[config.mk]
export PLATFORM = sky130hd
export DESIGN_NAME = bus_hold_ctrl
export DESIGN_NICKNAME = d
export VERILOG_FILES = /design/src/rtl/hold_pkg.sv /design/src/rtl/hold_sync.sv /design/src/rtl/hold_delay_cnt.sv /design/src/rtl/hold_fsm.sv /design/src/rtl/bus_hold_ctrl.sv
export SDC_FILE = /design/constraint.sdc
export NUM_CORES = 1
export LEC_CHECK = 0
export BUFFER_PORTS_ARGS = -buffer_cell sky130_fd_sc_hd__buf_2
export CAP_MARGIN = 15
export CORE_AREA = 10 10 47 49
export CTS_CLUSTER_SIZE = 12
export DETAILED_ROUTE_END_ITERATION = 16
export DIE_AREA = 0 0 57 59
export HOLD_SLACK_MARGIN = 0.08
export PLACE_DENSITY_LB_ADDON = 0.3
export SYNTH_ARGS = -nofsm -noshare
export SYNTH_HDL_FRONTEND = slang
export SYNTH_SLANG_ARGS = --single-unit
[constraint.sdc]
create_clock -name clk -period 1.1 [get_ports clk]
set_input_delay 0.22 -clock clk [delete_from_list [all_inputs] [get_ports clk]]
set_output_delay 0.22 -clock clk [all_outputs]
set_load 0.05 [all_outputs]
[src/rtl/hold_pkg.sv]
package hold_pkg;
    typedef enum logic [2:0] {
        ST_OWN,
        ST_DRAIN,
        ST_TRISTATE,
        ST_GRANTED,
        ST_RELEASE
    } hold_state_t;
endpackage

[src/rtl/hold_sync.sv]
// Multi-stage synchronizer for the asynchronous request pin.
module hold_sync #(
    parameter int  STAGES  = 2,
    parameter logic RST_VAL = 1'b1
) (
    input  logic clk,
    input  logic rst_n,
    input  logic din,
    output logic dout
);
    logic [STAGES-1:0] chain;

    generate
        if (STAGES == 1) begin : g_one
            always_ff @(posedge clk or negedge rst_n) begin
                if (!rst_n) chain <= {STAGES{RST_VAL}};
                else        chain <= din;
            end
        end else begin : g_many
            always_ff @(posedge clk or negedge rst_n) begin
                if (!rst_n) chain <= {STAGES{RST_VAL}};
                else        chain <= {chain[STAGES-2:0], din};
            end
        end
    endgenerate

    assign dout = chain[STAGES-1];
endmodule

[src/rtl/hold_delay_cnt.sv]
// Load-and-count-down timer; done while the count is zero.
module hold_delay_cnt #(
    parameter int CW = 2
) (
    input  logic          clk,
    input  logic          rst_n,
    input  logic          load,
    input  logic [CW-1:0] load_val,
    output logic          done
);
    logic [CW-1:0] cnt;

    always_ff @(posedge clk or negedge rst_n) begin
        if (!rst_n)          cnt <= '0;
        else if (load)       cnt <= load_val;
        else if (cnt != '0)  cnt <= cnt - 1'b1;
    end

    assign done = (cnt == '0);
endmodule

[src/rtl/hold_fsm.sv]
module hold_fsm
    import hold_pkg::*;
#(
    parameter int DRAIN_CYC = 1,
    parameter int ACK_GAP   = 1,
    parameter int REL_CYC   = 1,
    parameter int CW        = 2
) (
    input  logic          clk,
    input  logic          rst_n,
    input  logic          req_act,
    input  logic          busy,
    input  logic          hold_off,
    input  logic          cnt_done,
    output logic          cnt_load,
    output logic [CW-1:0] cnt_val,
    output logic          bus_oe,
    output logic          ack_n
);
    localparam logic [CW-1:0] DRAIN_LD = CW'(DRAIN_CYC - 1);
    localparam logic [CW-1:0] GAP_LD   = CW'(ACK_GAP - 1);
    localparam logic [CW-1:0] REL_LD   = CW'(REL_CYC - 1);

    hold_state_t state, state_nx;

    // State register
    always_ff @(posedge clk or negedge rst_n) begin
        if (!rst_n) state <= ST_OWN;
        else        state <= state_nx;
    end

    // Transitions and counter loads
    always_comb begin
        state_nx = state;
        cnt_load = 1'b0;
        cnt_val  = '0;
        unique case (state)
            ST_OWN: begin
                if (req_act) begin
                    state_nx = ST_DRAIN;
                    cnt_load = 1'b1;
                    cnt_val  = DRAIN_LD;
                end
            end
            ST_DRAIN: begin
                if (!req_act) begin
                    state_nx = ST_OWN;
                end else if (cnt_done && !busy && !hold_off) begin
                    state_nx = ST_TRISTATE;
                    cnt_load = 1'b1;
                    cnt_val  = GAP_LD;
                end
            end
            ST_TRISTATE: begin
                if (!req_act)              state_nx = ST_OWN;
                else if (cnt_done && !busy) state_nx = ST_GRANTED;
            end
            ST_GRANTED: begin
                if (!req_act) begin
                    state_nx = ST_RELEASE;
                    cnt_load = 1'b1;
                    cnt_val  = REL_LD;
                end
            end
            ST_RELEASE: begin
                if (cnt_done) state_nx = ST_OWN;
            end
            default: state_nx = ST_OWN;
        endcase
    end

    // Output decode
    always_comb begin
        bus_oe = 1'b1;
        ack_n  = 1'b1;
        unique case (state)
            ST_OWN:      begin bus_oe = 1'b1; ack_n = 1'b1; end
            ST_DRAIN:    begin bus_oe = 1'b1; ack_n = 1'b1; end
            ST_TRISTATE: begin bus_oe = 1'b0; ack_n = 1'b1; end
            ST_GRANTED:  begin bus_oe = 1'b0; ack_n = 1'b0; end
            ST_RELEASE:  begin bus_oe = 1'b1; ack_n = 1'b0; end
            default:     begin bus_oe = 1'b1; ack_n = 1'b1; end
        endcase
    end
endmodule

[src/rtl/bus_hold_ctrl.sv]
// Delays: DRAIN_CYC >= 1, ACK_GAP in 1..2, REL_CYC in 1..4.
module bus_hold_ctrl #(
    parameter int SYNC_STAGES = 2,
    parameter int DRAIN_CYC   = 1,
    parameter int ACK_GAP     = 1,
    parameter int REL_CYC     = 1
) (
    input  logic clk,
    input  logic rst_n,
    input  logic hold_req_n,
    input  logic xfer_busy,
    input  logic hold_disable,
    output logic bus_oe,
    output logic hold_ack_n
);
    localparam int MAX_AB = (DRAIN_CYC > ACK_GAP) ? DRAIN_CYC : ACK_GAP;
    localparam int MAXC   = (MAX_AB > REL_CYC) ? MAX_AB : REL_CYC;
    localparam int CW     = (MAXC < 2) ? 1 : $clog2(MAXC);

    logic          req_sync_n;
    logic          cnt_load;
    logic [CW-1:0] cnt_val;
    logic          cnt_done;

    hold_sync #(.STAGES(SYNC_STAGES), .RST_VAL(1'b1)) u_sync (
        .clk   (clk),
        .rst_n (rst_n),
        .din   (hold_req_n),
        .dout  (req_sync_n)
    );

    hold_delay_cnt #(.CW(CW)) u_cnt (
        .clk      (clk),
        .rst_n    (rst_n),
        .load     (cnt_load),
        .load_val (cnt_val),
        .done     (cnt_done)
    );

    hold_fsm #(
        .DRAIN_CYC (DRAIN_CYC),
        .ACK_GAP   (ACK_GAP),
        .REL_CYC   (REL_CYC),
        .CW        (CW)
    ) u_fsm (
        .clk      (clk),
        .rst_n    (rst_n),
        .req_act  (!req_sync_n),
        .busy     (xfer_busy),
        .hold_off (hold_disable),
        .cnt_done (cnt_done),
        .cnt_load (cnt_load),
        .cnt_val  (cnt_val),
        .bus_oe   (bus_oe),
        .ack_n    (hold_ack_n)
    );
endmodule

# [Yosys cells after proc, flatten, opt, wreduce, memory -nomap -nowiden]
# Cells that the tools add are included.
[totals] regBits=6 in_bits=5 output_inout_bits=2 word_cells=39
[op_classes] n_addsub=1 eq_ne=9 muxes=17 n_bitwise=1 reduce_logical=8
[ops] cell="2-to-1 mux 3 bit" n=7
[ops] cell="case mux 3 bit (5 select lines)" n=1
[ops] cell="2-to-1 mux 1 bit" n=8
[ops] cell="equality test 3 x 2 -> 1 bit, second input constant" n=2
[ops] cell="inequality test 2 bit, second input constant" n=3
[ops] cell="inequality test 3 x 2 -> 1 bit, second input constant" n=2
[ops] cell="AND reduction 5 bit" n=1
[ops] cell="OR reduction 2 bit" n=2
[ops] cell="equality test 3 x 1 -> 1 bit, second input constant" n=1
[ops] cell="equality test 3 bit, second input constant" n=1
[ops] cell="zero test 3 bit" n=1
[ops] cell="case mux 1 bit (3 select lines)" n=1
[ops] cell="logical AND 1 bit" n=2
[ops] cell="zero test 1 bit" n=2
[ops] cell="inverter 1 bit" n=1
[ops] cell="subtractor 1 bit, second input constant" n=1

# [Depth between registers and ports, before layout]
[logic_depth] ltp_word=7 mapped_depth=2 depth_no_buf=2

# [By module]
# From an unflattened synthesis, not the netlist that was laid out.
[hier_totals] hier_cells=30 area_unflattened_um2=317.8
[by_module_without_submodules] module="hold_fsm" n_inst=1 cells_per_inst=24 area_each_um2=226.5 seq_area_each_um2=75.1
[by_module_without_submodules] module="hold_sync" n_inst=1 cells_per_inst=2 area_each_um2=52.6 seq_area_each_um2=52.6
[by_module_without_submodules] module="hold_delay_cnt" n_inst=1 cells_per_inst=3 area_each_um2=35.0 seq_area_each_um2=25.0
[by_module_without_submodules] module="bus_hold_ctrl" n_inst=1 cells_per_inst=1 area_each_um2=3.8 seq_area_each_um2=0.0

# [Worst setup path before layout]
# Ideal clock, no wire load.
[synth_path] path_kind="flip-flop to output port" from="register u_fsm.state[1]" to="output port hold_ack_n" arrival_ns=1.368 t_required_ns=0.880 path_slack_ns=-0.488 path_stages_with_launch=3 path_cell_list="dfrtp_1 > nor2b_1 > a22oi_1"
[synth_via] elab_chain_cells=3 elab_cells_between_ends=4 classes_between="eq/ne (2); mux (1); reduce/logical (1)"
[synth_lines] element="start: declaration" line="hold_fsm.sv:24" rtl="hold_state_t state, state_nx;"
[synth_lines] element="start signal: assignment" line="hold_fsm.sv:29" rtl="else state <= state_nx;"
[synth_lines] element="equality test 3 x 2 -> 1 bit or equality test 3 bit (tied branches)" line="hold_fsm.sv:76" rtl="unique case (state)"
[synth_lines] element="OR reduction 2 bit (no source line) *"
[synth_lines] element="2-to-1 mux 1 bit *" line="hold_fsm.sv:76"
[synth_lines] element="end: declaration" line="bus_hold_ctrl.sv:14" rtl="output logic hold_ack_n"
# Mark *: on every way between the ends. The rest lies on a longest branch, timed or not.

# [Worst setup path after layout]
# Ends and elaborated chain as after synthesis.

==> results.py <==
metrics = {
    "status": {
        "status": "complete, but fails checks",
        "violations": "setup timing",
    },
    "worst_setup_path": {
        "cp.depth": 3,
        "crit_arrival_ps": 1100,
        "startpoint": "u_fsm.state[1]",
        "worst_r2r_endpoint": "u_fsm.state[0]",
        "cpPeakStageDelay_ps": 370,
        "path_class": "flip-flop to output pin",
        "r2r_cells": 3,
        "critPathMaxFanout": 3,
        "startpoint_type": "flip-flop",
        "critPathCapture": "hold_ack_n",
        "path_delay_family": "flip-flops",
        "cp_num_buf_inv": 1,
        "slowest_stage": "dfrtp_1",
        "crit_path_cell_trace": "nor2b_4 -> a22oi_2 -> buf_6",
        "crit_path_end_kind": "output pin",
        "rrSetupSlack_ps": 60,
        "cp.required_ps": 880,
        "reg2reg_from": "u_fsm.state[1]",
    },
    "logic_synthesis": {
        "syn_nets": 21,
        "synth_cell_types": 11,
        "yosys.area.top_type": "dfrtp_1",
        "synth_top_area_share": 0.3681,
        "synth-xor-area-share": 0,
        "syn_area_sq_um": 203.9,
        "synthTopCellsByArea": "dfrtp_1 (37%), dfstp_2 (26%), a2111oi_2 (7.4%), and3b_2 (4.9%), a22oi_1 (3.7%)",
        "ys_ff_latch": 5,
        "muxShareOfSynthArea": 0,
        "yosysWarnings": 0,
        "synthSimpleGateAreaFrac": 0.1902,
        "synth_compound_area_frac": 0.1472,
        "yosysSeqAreaShare": 0.6258,
        "synth_top_family_by_area": "simple AND/OR/NAND/NOR gates",
        "syn_inst": 16,
        "avgSynthCellArea_sq_um": 12.75,
        "synth-adder-area-share": 0,
    },
    "clock_network": {
        "clk_pin_slew_worst_paths_ps": 50,
        "clock_latency_ps": 240,
        "cts_buffers": 3,
        "clock_sinks": 5,
        "clock-root-buffer": "clkbuf_4",
        "cts_tree": "done",
        "h-tree-depth": 1,
        "cts_max_path_buffers": 2,
    },
    "final_layout": {
        "design_area_sq_um": 342.8,
        "drive_gt1_frac": 0.6333,
        "nNetsFinal": 36,
        "fin_cells": 46,
        "area_growth_syn_to_layout_pct": 68.10,
        "antenna_cells": 0,
        "nFillCells": 160,
    },
    "grt": {
        "grtUsageTotal": 0.02907,
        "grt_pass1_wl_um": 731,
        "grt_overflow_total": 0,
        "grt_max_degree": 6,
        "grt_pass1_vias": 177,
        "antenna_found_initial": 0,
    },
    "floorplanning": {
        "row_count": 14,
        "dieWidth_um": 57,
        "die_area_sq_um": 3363,
        "num_io_pins": 7,
        "initial_core_util": 0.1455,
        "core_area_sq_um": 1401,
        "die_h_um": 59,
    },
    "detailed_routing": {
        "totalWireLength_um": 470,
        "first_iter_violations": 1,
        "via_count": 164,
        "dr.pass1.iters": 2,
        "drc_errors": 0,
        "drtAntennaViolNets": 0,
        "wl_per_cell_um": 10.22,
        "viasPerCell": 3.565,
    },
    "timing": {
        "slew_viol_final": 0,
        "worst-slew-pin-transition_ps": 307.1,
        "setup_viol": 2,
        "fmax_mhz": 758.1,
        "final.min_clock_period_ps": 1319,
        "finalSetupTns_ps": -343.1,
        "relSlewSlack": 0.7948,
        "fin_crit_sh": 1.199,
        "rsz0062_at_grt": "yes",
        "hold_violations": 0,
        "layout_setup_ws_ps": -219.1,
        "finClkSkew_ps": 6.344,
        "holdWs_ps": 309.2,
    },
    "pwr": {
        "power_frac_seq": 0.424,
        "p_per_area_nw_per_um2": 1415,
        "power_frac_comb": 0.136,
        "switching_share": 0.2413,
        "power.share.clock": 0.439,
        "internal_power_uw": 368.0,
        "leakagePower_uw": 0.0001538,
        "max-vdd-ir-drop_uv": 809.8,
        "p_total_uw": 485.0,
        "p_sw_uw": 117.0,
    },
    "placed_design": {
        "numPortBuffers": 6,
        "placed_cells": 40,
        "dp_hpwl_um": 365.6,
        "gp_congestion": 0.6881,
        "placed_area_sq_um": 281.5,
    },
    "flow_run": {
        "drv_cap": 0,
    },
    "hold_path": {
        "hold_class": "primary input to async pin",
    },
}
-- metrics by stage --
step	setup slack (ps)	utilization
2_1_floorplan	-157.5	-
6_report	-219.1	0.2446
3_5_place_dp	-31.05	0.2009
4_1_cts	-230.3	0.2446
3_3_place_gp	-28.62	0.2009
5_1_grt	-273.7	0.2446
-- per-layer routing --
metal,share of wire,track usage,wire (um),vias to the layer above
li1,-,-,-,84
met1,0.41,0.02641,192,70
met2,0.37,0.03256,172,10
met3,0.23,0.05150,106,0
met4,0,0,0,0
met5,0,0,0,-
-- timing repair --
| item | CTS | global route |
|---|---|---|
| resized for setup | 5 | 0 |
| hold buffers | 2 | 0 |
| setup buffers | 0 | 0 |
| hold endpoints to repair | 6 | 0 |
| pin swaps | 0 | 1 |
| setup endpoints to repair | 2 | 3 |
-- synthesized netlist by cell type, drive strengths merged --
library cell  count
a2111oi           1
a22oi             1
and3              1
and3b             1
dfrtp             3
dfstp             2
inv               2
nor2              2
nor2b             1
nor3b             1
o21a              1
-- worst register-to-register path: cells and delay by family (launching register included) --
kind	cells	cell delay, ps
DFF	1	370
and+or+nand+nor	1	210
AOI/OAI and AO/OA	1	200
buffers and inverters	1	150
-- worst min path at each step --
stage / start / endpoint / slack [ps] / cells after the start
4_1_cts: rst_n / u_fsm.state[0] / 310 / 2
5_1_grt: rst_n / u_fsm.state[0] / 320 / 2
6_report: rst_n / u_fsm.state[0] / 310 / 2
3_3_place_gp: rst_n / u_fsm.state[2] / 40 / 1
2_1_floorplan: rst_n / u_fsm.state[0] / -80 / 0
3_5_place_dp: rst_n / u_fsm.state[0] / 40 / 1
-- kinds of logic after synthesis --
| kind of cell | count (synthesis) |
|---|---|
| simple gates | 6 |
| flops | 5 |
| compound gates | 3 |
| buf+inv | 2 |
-- flip-flops by register name (all words and copies together), names as in the netlist --
name / cells
u_fsm.state: 3
u_sync.chain: 2
-- placed cells by master (no fill, tap or decap), drive strengths merged --
cell type and n:
buf 8, clkbuf 4, dfrtp 3, inv 2, dlygate4sd3 2, dfstp 2, nor2 2, nor2b 1
a22oi 1, and3 1, nor3b 1, and3b 1, a2111oi 1, o21a 1
-- final cells by class --
type	count	area [sq um]	share of cell area
flip-flops and latches	5	127.6	0.3723
inverters	2	7.507	0.02190
multi-input cells	9	83.83	0.2445
repair buffers	10	77.57	0.2263
clock buffers	4	26.28	0.07664
well taps	16	20.02	0.05839
-- power by group through the flow --
stage	Clock, uW	Sequential, uW	Combinational, uW
2_1_floorplan	0	207	33.4
4_1_cts	223	206	67.1
6_report	213	206	66.2
5_1_grt	238	207	71.4
3_5_place_dp	0	208	55.6
3_3_place_gp	0	207	54.2
(Power assumes the default switching activity.)
